===== src/rtl/tft_sync_pkg.sv =====
package tft_sync_pkg;
  parameter int CNT_W = 12;
  typedef logic [CNT_W-1:0] cnt_t;

  typedef enum logic [3:0] {
    A_HS_OFF = 4'd0, A_HS_UP = 4'd1, A_HS_DN = 4'd2,
    A_VS_OFF = 4'd3, A_VS_UP = 4'd4, A_VS_DN = 4'd5,
    A_DE_H0  = 4'd6, A_DE_H1 = 4'd7, A_DE_V0 = 4'd8, A_DE_V1 = 4'd9,
    A_LINE   = 4'd10, A_FRAME = 4'd11, A_POL = 4'd12
  } cfg_addr_e;

  // waveform placement, all relative to the local start point
  typedef struct packed {
    cnt_t hs_off, hs_up, hs_dn;
    cnt_t vs_off, vs_up, vs_dn;
    cnt_t de_h0, de_h1, de_v0, de_v1;
    logic [2:0] pol;
  } place_cfg_t;

  typedef struct packed {
    cnt_t       line_len;
    cnt_t       frame_len;
    place_cfg_t place;
  } timing_cfg_t;
endpackage


===== src/rtl/tft_cfg_bank.sv =====
module tft_cfg_bank
  import tft_sync_pkg::*;
#(
  parameter timing_cfg_t RST_CFG = '0
) (
  input  logic        clk,
  input  logic        rst_n,
  input  logic        wr_en,
  input  logic [3:0]  wr_addr,
  input  cnt_t        wr_data,
  input  logic        swap,
  output timing_cfg_t cur_cfg,
  output place_cfg_t  nxt_place
);
  timing_cfg_t pend;

  always_ff @(posedge clk) begin
    if (!rst_n) begin
      pend    <= RST_CFG;
      cur_cfg <= RST_CFG;
    end else begin
      if (swap) cur_cfg <= pend;
      if (wr_en) begin
        unique case (cfg_addr_e'(wr_addr))
          A_HS_OFF: pend.place.hs_off <= wr_data;
          A_HS_UP:  pend.place.hs_up  <= wr_data;
          A_HS_DN:  pend.place.hs_dn  <= wr_data;
          A_VS_OFF: pend.place.vs_off <= wr_data;
          A_VS_UP:  pend.place.vs_up  <= wr_data;
          A_VS_DN:  pend.place.vs_dn  <= wr_data;
          A_DE_H0:  pend.place.de_h0  <= wr_data;
          A_DE_H1:  pend.place.de_h1  <= wr_data;
          A_DE_V0:  pend.place.de_v0  <= wr_data;
          A_DE_V1:  pend.place.de_v1  <= wr_data;
          A_LINE:   pend.line_len     <= wr_data;
          A_FRAME:  pend.frame_len    <= wr_data;
          A_POL:    pend.place.pol    <= wr_data[2:0];
          default:  ;
        endcase
      end
    end
  end

  // the first slot of a new frame is computed with the settings it will run under
  assign nxt_place = swap ? pend.place : cur_cfg.place;
endmodule


===== src/rtl/tft_raster_cnt.sv =====
module tft_raster_cnt
  import tft_sync_pkg::*;
#(
  parameter cnt_t RST_H = '0,
  parameter cnt_t RST_V = '0
) (
  input  logic clk,
  input  logic rst_n,
  input  cnt_t line_len,
  input  cnt_t frame_len,
  output logic ph,
  output logic tick,
  output logic frame_wrap,
  output cnt_t h,
  output cnt_t h_nxt,
  output cnt_t v_nxt
);
  cnt_t v;
  logic h_wrap, v_wrap;

  always_comb begin
    h_wrap     = (h >= line_len - cnt_t'(1));
    v_wrap     = (v >= frame_len - cnt_t'(1));
    tick       = ~ph;
    h_nxt      = h_wrap ? '0 : h + cnt_t'(1);
    v_nxt      = h_wrap ? (v_wrap ? '0 : v + cnt_t'(1)) : v;
    frame_wrap = tick & h_wrap & v_wrap;
  end

  always_ff @(posedge clk) begin
    if (!rst_n) begin
      ph <= 1'b0;
      h  <= RST_H;
      v  <= RST_V;
    end else begin
      ph <= ~ph;
      if (tick) begin
        h <= h_nxt;
        v <= v_nxt;
      end
    end
  end
endmodule


===== src/rtl/tft_wave_gen.sv =====
module tft_wave_gen
  import tft_sync_pkg::*;
#(
  parameter int         DATA_W  = 24,
  parameter logic [2:0] RST_POL = 3'b000
) (
  input  logic              clk,
  input  logic              rst_n,
  input  logic              tick,
  input  place_cfg_t        pc,
  input  cnt_t              h,
  input  cnt_t              v,
  input  logic              pix_valid,
  input  logic [DATA_W-1:0] pix_data,
  output logic              pix_ready,
  output logic              line_sync,
  output logic              frame_sync,
  output logic              data_en,
  output logic [DATA_W-1:0] panel_data
);
  localparam int SUM_W = CNT_W + 1;
  localparam int POS_W = 2 * CNT_W;

  logic [SUM_W-1:0] hs_rise, hs_fall, h_ext;
  logic [POS_W-1:0] pos, vs_lo, vs_hi;
  logic hs_on, vs_on, de_on;

  always_comb begin
    h_ext   = {1'b0, h};
    hs_rise = {1'b0, pc.hs_off} + {1'b0, pc.hs_up};
    hs_fall = {1'b0, pc.hs_off} + {1'b0, pc.hs_dn};
    hs_on   = (h_ext >= hs_rise) && (h_ext < hs_fall);
    pos     = {v, h};
    vs_lo   = {pc.vs_up, pc.vs_off};
    vs_hi   = {pc.vs_dn, pc.vs_off};
    vs_on   = (pos >= vs_lo) && (pos < vs_hi);
    de_on   = (h >= pc.de_h0) && (h < pc.de_h1) &&
              (v >= pc.de_v0) && (v < pc.de_v1);
    pix_ready = tick & de_on;
  end

  always_ff @(posedge clk) begin
    if (!rst_n) begin
      line_sync  <= RST_POL[0];
      frame_sync <= RST_POL[1];
      data_en    <= RST_POL[2];
      panel_data <= '0;
    end else if (tick) begin
      line_sync  <= hs_on ^ pc.pol[0];
      frame_sync <= vs_on ^ pc.pol[1];
      data_en    <= de_on ^ pc.pol[2];
      panel_data <= (de_on && pix_valid) ? pix_data : '0;
    end
  end
endmodule


===== src/rtl/tft_sync_gen.sv =====
module tft_sync_gen
  import tft_sync_pkg::*;
#(
  parameter int DATA_W     = 24,
  parameter int DEF_LINE   = 16,
  parameter int DEF_FRAME  = 8,
  parameter int DEF_HS_OFF = 0,
  parameter int DEF_HS_UP  = 1,
  parameter int DEF_HS_DN  = 3,
  parameter int DEF_VS_OFF = 0,
  parameter int DEF_VS_UP  = 1,
  parameter int DEF_VS_DN  = 2,
  parameter int DEF_DE_H0  = 4,
  parameter int DEF_DE_H1  = 14,
  parameter int DEF_DE_V0  = 3,
  parameter int DEF_DE_V1  = 7,
  parameter int DEF_POL    = 0
) (
  input  logic              clk,
  input  logic              rst_n,
  input  logic              cfg_we,
  input  logic [3:0]        cfg_addr,
  input  logic [CNT_W-1:0]  cfg_wdata,
  input  logic              pix_valid,
  output logic              pix_ready,
  input  logic [DATA_W-1:0] pix_data,
  output logic              panel_clk,
  output logic              line_sync,
  output logic              frame_sync,
  output logic              data_en,
  output logic [DATA_W-1:0] panel_data
);
  localparam place_cfg_t RST_PLACE = '{
    hs_off: cnt_t'(DEF_HS_OFF), hs_up: cnt_t'(DEF_HS_UP), hs_dn: cnt_t'(DEF_HS_DN),
    vs_off: cnt_t'(DEF_VS_OFF), vs_up: cnt_t'(DEF_VS_UP), vs_dn: cnt_t'(DEF_VS_DN),
    de_h0: cnt_t'(DEF_DE_H0), de_h1: cnt_t'(DEF_DE_H1),
    de_v0: cnt_t'(DEF_DE_V0), de_v1: cnt_t'(DEF_DE_V1),
    pol: 3'(DEF_POL)};
  localparam timing_cfg_t RST_CFG = '{
    line_len: cnt_t'(DEF_LINE), frame_len: cnt_t'(DEF_FRAME), place: RST_PLACE};

  timing_cfg_t cur_cfg;
  place_cfg_t  nxt_place;
  logic        ph, tick, frame_wrap;
  cnt_t        h_now, h_nxt, v_nxt;

  tft_cfg_bank #(.RST_CFG(RST_CFG)) u_cfg (
    .clk(clk), .rst_n(rst_n), .wr_en(cfg_we), .wr_addr(cfg_addr),
    .wr_data(cfg_wdata), .swap(frame_wrap),
    .cur_cfg(cur_cfg), .nxt_place(nxt_place));

  // counters start on the last slot so the first tick lands on (0,0)
  tft_raster_cnt #(
    .RST_H(cnt_t'(DEF_LINE - 1)), .RST_V(cnt_t'(DEF_FRAME - 1))
  ) u_cnt (
    .clk(clk), .rst_n(rst_n),
    .line_len(cur_cfg.line_len), .frame_len(cur_cfg.frame_len),
    .ph(ph), .tick(tick), .frame_wrap(frame_wrap),
    .h(h_now), .h_nxt(h_nxt), .v_nxt(v_nxt));

  tft_wave_gen #(.DATA_W(DATA_W), .RST_POL(3'(DEF_POL))) u_wave (
    .clk(clk), .rst_n(rst_n), .tick(tick), .pc(nxt_place),
    .h(h_nxt), .v(v_nxt), .pix_valid(pix_valid), .pix_data(pix_data),
    .pix_ready(pix_ready), .line_sync(line_sync), .frame_sync(frame_sync),
    .data_en(data_en), .panel_data(panel_data));

  assign panel_clk = ph;
endmodule


===== config.mk =====
export PLATFORM = sky130hd
export DESIGN_NAME = tft_sync_gen
export DESIGN_NICKNAME = d
export VERILOG_FILES = /design/src/rtl/tft_sync_pkg.sv /design/src/rtl/tft_cfg_bank.sv /design/src/rtl/tft_raster_cnt.sv /design/src/rtl/tft_wave_gen.sv /design/src/rtl/tft_sync_gen.sv
export SDC_FILE = /design/constraint.sdc
export NUM_CORES = 1
export LEC_CHECK = 0
export BUFFER_PORTS_ARGS = -buffer_cell sky130_fd_sc_hd__buf_2
export CAP_MARGIN = 15
export CELL_PAD_IN_SITES_DETAIL_PLACEMENT = 2
export CELL_PAD_IN_SITES_GLOBAL_PLACEMENT = 2
export CORE_ASPECT_RATIO = 1.25
export CORE_MARGIN = 2
export CORE_UTILIZATION = 43
export CTS_BUF_LIST = sky130_fd_sc_hd__clkbuf_8
export DETAILED_ROUTE_END_ITERATION = 10
export MAX_ROUTING_LAYER = met4
export PLACE_DENSITY = 0.86
export SLEW_MARGIN = 30
export SYNTH_ARGS = -nofsm -noshare
export SYNTH_HDL_FRONTEND = slang
export SYNTH_SLANG_ARGS = --single-unit

===== constraint.sdc =====
create_clock -name clk -period 15.1 [get_ports clk]
set_input_delay 1.51 -clock clk [delete_from_list [all_inputs] [get_ports clk]]
set_output_delay 1.51 -clock clk [all_outputs]
set_load 0.01 [all_outputs]

After elaboration in Yosys (flattened, before gate mapping)
Index checks and enable logic that the tools add are counted.
{ "op_classes": {"add_sub_neg": 6, "order_cmp": 10, "eq_ne": 12, "mux": 5, "bitwise_logic": 7, "n_reduce_logical": 20} }
{ "ops": {"columns": ["cell", "n"], "rows": [
  ["$mux W123", 1],
  ["$ge A12 B12 Y1", 4],
  ["$mux W12", 3],
  ["$add A12 B12 Y13", 2],
  ["$reduce_and A2 Y1", 13],
  ["$add A12 B1 Y12 const B", 2],
  ["$ge A24 B24 Y1", 1],
  ["$lt A12 B12 Y1", 2],
  ["$lt A24 B24 Y1", 1],
  ["$mux W24", 1],
  ["$sub A12 B1 Y12 const B", 2],
  ["$eq A4 B4 Y1 const B", 5],
  ["$eq A4 B3 Y1 const B", 4],
  ["$ge A12 B13 Y1", 1],
  ["$lt A12 B13 Y1", 1],
  ["$eq A4 B2 Y1 const B", 2],
  ["$logic_and A1 B1 Y1", 6],
  ["$eq A4 B1 Y1 const B", 1],
  ["$logic_not A4 Y1", 1],
  ["$and A1 B1 Y1", 3],
  ["$xor A1 B1 Y1", 3],
  ["$not A1 Y1", 1]
]} }
{ "totals": {"ff_bits": 346, "in_bits": 44, "output_inout_bits": 29, "wordCells": 93} }

Depth between registers and ports, before layout
{ "depth": {"ltp_word": 11, "depth_mapped": 35, "depth_no_buf": 33} }

By module
Synthesis repeated with hierarchy kept, for this count alone.
{ "unflattened": {"cells_unflattened": 1898, "area_unflattened_um2": 18053.6} }
{ "modules_own_cells": {"columns": ["mod", "n_inst", "cells_per_inst", "area_per_inst_um2", "seq_area_each_um2"], "rows": [
  ["tft_cfg_bank", 1, 996, 10941.7, 5885.6],
  ["tft_wave_gen", 1, 553, 4479.3, 540.5],
  ["tft_raster_cnt", 1, 349, 2632.5, 500.5]
]} }

Worst setup path after synthesis
Ideal clock, no wire load.
{ "synth_path": {"path_type": "register to register", "startpoint": "reg u_cfg.cur_cfg[125] (netlist name)", "endpoint": "reg u_wave.line_sync", "setup_ns": 0.122, "arrival_ns": 5.899, "required_time_ns": 14.978, "slack_ns": 9.079, "stages_incl_launch_ff": 32, "path_buffers": 2, "period_less_slack_ns": 6.021, "path_cell_list": "dfxtp_1 > nor4_1 > nand2_1 > nor4_1 > xnor2_1 > ha_1 > a21o_1 > a21o_1 > a21oi_2 > o21a_2 > nor3_1 > buf_2 > buf_4 > mux2i_1 > inv_1 > ha_1 > a21o_1 > a21oi_1 > o21ai_0 > a21oi_1 > nor2b_1 > o2111ai_1 > nand3_1 > o41ai_1 > xor2_1 > ha_1 > a211oi_1 > nand2_1 > o311a_1 > o211ai_1 > nor2_1 > a221o_1"} }
{ "synth_via": {"elab_chain_len": 8, "word_cells_on_any_way": 10, "classes_between": "3 x add/sub; 3 x order compare; 1 x mux; 2 x bitwise; 1 x reduce/logical"} }
{ "synth_rtl": {"columns": ["item", "line_no", "rtl"], "rows": [
  ["$sub A12 B1 Y12 *", "tft_raster_cnt.sv:23", "v_wrap = (v >= frame_len - cnt_t'(1));"],
  ["$ge A12 B12 Y1 *", "tft_raster_cnt.sv:23", null],
  ["$and A1 B1 Y1 *", "tft_raster_cnt.sv:27", "frame_wrap = tick & h_wrap & v_wrap;"],
  ["$mux W123 *", "tft_cfg_bank.sv:45", "assign nxt_place = swap ? pend.place : cur_cfg.place;"],
  ["$add A12 B12 Y13, on equally long branches", "tft_wave_gen.sv:30, tft_wave_gen.sv:31", null],
  ["$ge A12 B13 Y1 / $lt A12 B13 Y1 (equally long branches)", "tft_wave_gen.sv:32", "hs_on = (h_ext >= hs_rise) && (h_ext < hs_fall);"],
  ["$logic_and A1 B1 Y1", "tft_wave_gen.sv:32", null],
  ["$xor A1 B1 Y1 *", "tft_wave_gen.sv:49", "line_sync <= hs_on ^ pc.pol[0];"],
  ["end signal, assigned", "tft_wave_gen.sv:44", "line_sync <= RST_POL[0];"],
  ["end signal, assigned", "tft_wave_gen.sv:49", null],
  ["end, declared", "tft_wave_gen.sv:16", "output logic line_sync,"]
]} }
Every way passes the cells marked *; elsewhere a longest branch is shown, timed or not.
A chain may end at the register's enable or synchronous reset.

Final worst setup path
{ "layout_path": {"startpoint": "reg u_cfg.cur_cfg[137] (netlist name)", "endpoint": "out pix_ready"} }
{ "layout_via": {"elab_chain_len": 10, "word_cells_on_any_way": 15, "classes_between": "1 x add/sub; 5 x order compare; 3 x mux; 3 x bitwise; 3 x reduce/logical"} }
{ "layout_rtl": {"columns": ["item", "line_no", "rtl"], "rows": [
  ["$sub A12 B1 Y12 *", "tft_raster_cnt.sv:22", "h_wrap = (h >= line_len - cnt_t'(1));"],
  ["$ge A12 B12 Y1 *", "tft_raster_cnt.sv:22", null],
  ["$and A1 B1 Y1 (2 in series)", "tft_raster_cnt.sv:27", null],
  ["$mux W123", "tft_cfg_bank.sv:45", null],
  ["$ge A12 B12 Y1 / $lt A12 B12 Y1 (equally long branches)", "tft_wave_gen.sv:37", "de_on = (h >= pc.de_h0) && (h < pc.de_h1) &&"],
  ["$logic_and A1 B1 Y1 (2 in series)", "tft_wave_gen.sv:37", null],
  ["$logic_and A1 B1 Y1 *", "tft_wave_gen.sv:38", "(v >= pc.de_v0) && (v < pc.de_v1);"],
  ["$and A1 B1 Y1 *", "tft_wave_gen.sv:39", "pix_ready = tick & de_on;"],
  ["end, declared", "tft_sync_gen.sv:25", "output logic pix_ready,"]
]} }
Marked as above.

==> results_tabular.tex <==
\begin{tabular}{lr}
\hline
Metric & Value \\
\hline
\multicolumn{2}{l}{\textbf{Run status}} \\
\quad Status & finished clean \\
\multicolumn{2}{l}{\textbf{Final layout}} \\
\quad Layout cells sized above 1 & 10.87\% \\
\quad Number of diodes & 0 \\
\quad Post-layout instance count excluding filler cells & 2526 \\
\quad Commonest cells after routing, fill and taps aside & sky130\_fd\_sc\_hd\_\_nand2\_1 (387), sky130\_fd\_sc\_hd\_\_dfxtp\_1 (346), sky130\_fd\_sc\_hd\_\_nor2\_1 (199) \\
\quad Total Nets Final & 2195 \\
\quad Commonest non-fill, non-tap cell in the layout & sky130\_fd\_sc\_hd\_\_nand2\_1 \\
\quad Area added between synthesis and finish & 12.50\% \\
\quad Fillcell total & 4097 \\
\multicolumn{2}{l}{\textbf{Floorplan}} \\
\quad Boundary Pins & 73 \\
\quad Area of the die & 40690 um\^{}2 \\
\quad Chip width & 180.8 um \\
\quad Floorplan core area & 38340 um\^{}2 \\
\quad Height of the die & 225.0 um \\
\quad Initial Utilization & 43.83\% \\
\quad Number of core rows & 80 \\
\multicolumn{2}{l}{\textbf{Yosys}} \\
\quad Fraction of synthesized area in multiplexers & 9.054\% \\
\quad Simple-gate share of the synthesized area & 18.84\% \\
\quad Post-synthesis adder-cell area fraction & 11.93\% \\
\quad Number of distinct library cell variants in the gate-level netlist after synthesis & 68 \\
\quad Synthesized net count & 2145 \\
\quad Fraction of synthesis flops using an asynchronous set or reset pin & 0\% \\
\quad Flip-flop and latch count after synthesis & 346 \\
\quad Synthesized cell area & 16800 um\^{}2 \\
\quad Number of warnings issued by yosys & 0 \\
\quad Post-synthesis compound-gate area fraction & 12.98\% \\
\quad Syn Area/Cell & 8.653 um\^{}2 \\
\quad Number of synthesized flops with an enable pin & 0 \\
\quad Primary FF master, synth & sky130\_fd\_sc\_hd\_\_dfxtp\_1 \\
\quad Synth Area in XOR/XNOR & 2.814\% \\
\quad Combinational family with the most area after synthesis & simple AND/OR/NAND/NOR gates \\
\quad Count of mapped cells out of synthesis & 1942 \\
\quad Part of the Yosys area used for sequential elements & 41.22\% \\
\multicolumn{2}{l}{\textbf{Timing}} \\
\quad Unrepaired setup endpoints after global routing & no \\
\quad Pins over their slew limit & 0 \\
\quad Portion of the clock cycle consumed by the worst path in the final layout & 55.69\% \\
\quad Total setup violations reported at the end of the flow & 0 \\
\quad Final number of hold-violating endpoints & 0 \\
\quad Maximum operating frequency & 118.9 MHz \\
\quad Post-layout minimum cycle time & 8.410 ns \\
\quad Largest clock skew in the final design & 0.03748 ns \\
\quad Slew HR & 31.90\% \\
\quad Worst-Margin Slew & 1.020 ns \\
\quad Final sum of negative setup slack & 0 ns \\
\multicolumn{2}{l}{\textbf{Global routing}} \\
\quad Overflow left after global routing & 0 \\
\quad Number of antenna violations at the first check in global routing & 0 \\
\quad Wire length of the first global-routing pass & 108.4 mm \\
\quad Via count of the first global-routing pass & 17690 \\
\quad Maximum number of pins on one net before global-route repair & 141 \\
\quad Overall global routing resource usage & 35.54\% \\
\multicolumn{2}{l}{\textbf{Clocking}} \\
\quad Clock Sink Count & 346 \\
\quad Clock tree from TritonCTS & done \\
\quad H-tree level count & 2 \\
\quad Number of buffers inserted by post-CTS setup repair & 0 \\
\quad Buffer type at the clock tree root & sky130\_fd\_sc\_hd\_\_clkbuf\_8 \\
\quad Buffer depth of the longest clock path & 3 \\
\quad Worst-skew pair later-pin latency & 0.67 ns \\
\quad Clock slew at the register clock pins of the worst setup and hold paths & 0.07 ns \\
\quad Inserted Clock Buffers & 59 \\
\quad CTS Hold Buffers Added & 0 \\
\quad Number of resized instances in the post-cts repair step & 0 \\
\multicolumn{2}{l}{\textbf{Routing}} \\
\quad Via count & 15430 \\
\quad Final WL & 70.85 mm \\
\quad Detailed-routing iteration count for the pre-antenna-repair pass & 5 \\
\quad Post-route DRC violation count & 0 \\
\quad DRC marker count from the first detailed-route iteration & 910 \\
\quad Post-DRT Antenna Nets & 0 \\
\quad Per-cell via count in the routed design & 6.109 \\
\quad Routed wire length per instance & 28.05 um \\
\multicolumn{2}{l}{\textbf{Setup path}} \\
\quad CP peak stage delay & 0.84 ns \\
\quad Worst setup path category & flip-flop to output pin \\
\quad Kind of end point of the critical path & output pin \\
\quad Crit-path cells & nor4\_1, nand2\_1, nor2\_1, xnor2\_1, ha\_1, nand2\_1, nor2\_1, a41oi\_2, o21a\_4, nor3\_2, buf\_12, mux2i\_1, ha\_1, nand3\_1, nor2\_1, a2111oi\_0, a211oi\_1, o311a\_1, o211a\_4, buf\_2 \\
\quad Most used cell along the critical path & sky130\_fd\_sc\_hd\_\_nor2\_1 \\
\quad Slowest cell on the critical path & sky130\_fd\_sc\_hd\_\_a2111oi\_0 \\
\quad CP Data Arrival Time & 6.90 ns \\
\quad Highest net fanout along the worst path & 140 \\
\quad Critical Path RT & 13.59 ns \\
\quad Critical path startpoint category & flip-flop \\
\multicolumn{2}{l}{\textbf{Flow run}} \\
\quad Number of max-cap violations & 0 \\
\multicolumn{2}{l}{\textbf{Power and ir drop}} \\
\quad Leak & 8.051 nW \\
\quad Net switching component of the power & 0.001233 W \\
\quad Cell Int Power & 0.001907 W \\
\quad Maximum ir drop on the vdd rail & 0.1078 mV \\
\quad Sequential share of power & 31.5\% \\
\quad Part of the total power dissipated in combinational logic & 37.4\% \\
\quad Clock network power share & 31.0\% \\
\quad Sw Ratio & 39.27\% \\
\quad PwrDens & 166.1 nW/um\^{}2 \\
\multicolumn{2}{l}{\textbf{Place}} \\
\quad Input/output buffers & 72 \\
\quad Estimated wirelength of the detail-placed design & 39.49 mm \\
\quad Inst Count DP & 2423 \\
\quad Placer congestion estimate & 0.8206 \\
\multicolumn{2}{l}{\textbf{Min path}} \\
\quad Min-delay worst type & flip-flop to flip-flop \\
\hline
\end{tabular}
[critical path: cells and delay by family, from the launching register on]
| kind | cells | cell delay [ns] |
|---|---|---|
| compound gates | 6 | 1.89 |
| simple gates | 8 | 1.73 |
| buf+inv | 2 | 0.83 |
| fa+ha+maj | 2 | 0.67 |
| mux | 1 | 0.51 |
| flops | 1 | 0.37 |
| xor+xnor | 1 | 0.09 |
[per-layer routing]
layer  up-vias  track usage (%)  part of all wire [%]
met5         -                -                     0
met1      7743            38.77                    39
met4         0            19.25                   5.9
met3       281            6.028                   5.5
met2       605            61.73                    50
li1       6802                -                     -
[synth_stat cells (3+ instances only)]
library cell / n / area [um^2]
sky130_fd_sc_hd__a21oi_2: 3 / 26.28
sky130_fd_sc_hd__buf_1: 7 / 26.28
sky130_fd_sc_hd__o311a_1: 3 / 30.03
sky130_fd_sc_hd__nor4_1: 5 / 31.28
sky130_fd_sc_hd__o21a_1: 5 / 37.54
sky130_fd_sc_hd__o211ai_1: 9 / 67.56
sky130_fd_sc_hd__nand2_1: 389 / 1460
sky130_fd_sc_hd__o2111ai_1: 3 / 26.28
sky130_fd_sc_hd__buf_2: 14 / 70.07
sky130_fd_sc_hd__ha_1: 157 / 1964
sky130_fd_sc_hd__nand3b_1: 5 / 37.54
sky130_fd_sc_hd__xnor2_1: 29 / 254.0
sky130_fd_sc_hd__and4_1: 4 / 35.03
sky130_fd_sc_hd__o21ai_0: 45 / 225.2
sky130_fd_sc_hd__a22o_1: 28 / 245.2
sky130_fd_sc_hd__nand2b_1: 13 / 81.33
sky130_fd_sc_hd__or2_2: 3 / 18.77
sky130_fd_sc_hd__buf_6: 3 / 33.78
sky130_fd_sc_hd__a21o_1: 27 / 202.7
sky130_fd_sc_hd__a21oi_1: 189 / 945.9
sky130_fd_sc_hd__nor2_1: 205 / 769.5
sky130_fd_sc_hd__nor2b_1: 13 / 81.33
sky130_fd_sc_hd__nand4_1: 17 / 106.4
sky130_fd_sc_hd__mux2i_1: 152 / 1521
sky130_fd_sc_hd__nor3_1: 23 / 115.1
sky130_fd_sc_hd__inv_1: 22 / 82.58
sky130_fd_sc_hd__a211oi_1: 9 / 67.56
sky130_fd_sc_hd__dfxtp_1: 346 / 6927
sky130_fd_sc_hd__nand3_1: 47 / 235.2
sky130_fd_sc_hd__or4_1: 5 / 37.54
sky130_fd_sc_hd__buf_4: 3 / 22.52
sky130_fd_sc_hd__and3_1: 13 / 81.33
sky130_fd_sc_hd__clkbuf_1: 78 / 292.8
sky130_fd_sc_hd__o21ai_1: 4 / 20.02
sky130_fd_sc_hd__xor2_1: 25 / 219.0
[worst paths after layout]
| kind | startpoint | to | slack, ns | cells past startpoint |
|---|---|---|---|---|
| max | u_cfg.cur_cfg[137] | pix_ready | 6.69 | 20 |
| min | u_cfg.pend[8] | u_cfg.pend[8] | 0.46 | 2 |
| min reg2reg | u_cfg.pend[8] | u_cfg.pend[8] | 0.46 | 2 |
| max reg2reg | u_cfg.cur_cfg[137] | u_wave.line_sync | 7.19 | 27 |
[cell families after synthesis]
group | count (synthesis)
multiplexers | 152
AO/OA/AOI/OAI | 352
AND/OR/NAND/NOR | 751
flip-flops | 346
buffers and inverters | 128
XOR/XNOR | 54
adder cells (fa/ha/maj) | 159
[registers in the layout, indices dropped and copies added, names as in the netlist]
name / flops
u_wave.data_en: 1
u_wave.frame_sync: 1
u_cfg.pend: 147
u_cnt.v: 12
u_cnt.ph: 1
u_cnt.h: 12
u_cfg.cur_cfg: 147
u_wave.panel_data: 24
u_wave.line_sync: 1
[power groups by stage]
stage          clock, W  combinational, W  sequential (W)
3_5_place_dp          0           0.00107         0.00101
4_1_cts        0.000983           0.00115        0.000989
3_3_place_gp          0           0.00101         0.00100
5_1_grt         0.00102           0.00125        0.000993
2_1_floorplan         0          0.000692         0.00101
6_report       0.000974           0.00118        0.000990
[area by class of cell]
cell class | count | area, um^2 | area share (%)
Sequential cell | 346 | 6927 | 36.64
Inverter | 23 | 93.84 | 0.4964
Tap cell | 492 | 615.6 | 3.256
Clock inverter | 25 | 242.7 | 1.284
Multi-Input combinational cell | 1468 | 9408 | 49.76
Timing Repair Buffer | 94 | 545.5 | 2.886
Clock buffer | 78 | 1074 | 5.678
[through the flow]
stage | area, um^2 | setup slack [ns] | total power, W | hold slack, ns | utilization, %
2_1_floorplan | 16800 | 9.079 | 0.001699 | 0.4285 | -
3_3_place_gp | 17560 | 7.957 | 0.002013 | 0.4379 | 45.81
3_5_place_dp | 17570 | 7.526 | 0.002074 | 0.4525 | 45.83
4_1_cts | 18890 | 6.758 | 0.003124 | 0.4640 | 49.26
5_1_grt | 18910 | 6.419 | 0.003260 | 0.4738 | 49.31
6_report | 18910 | 6.690 | 0.003139 | 0.4615 | 49.31
(Power assumes the default switching activity.)
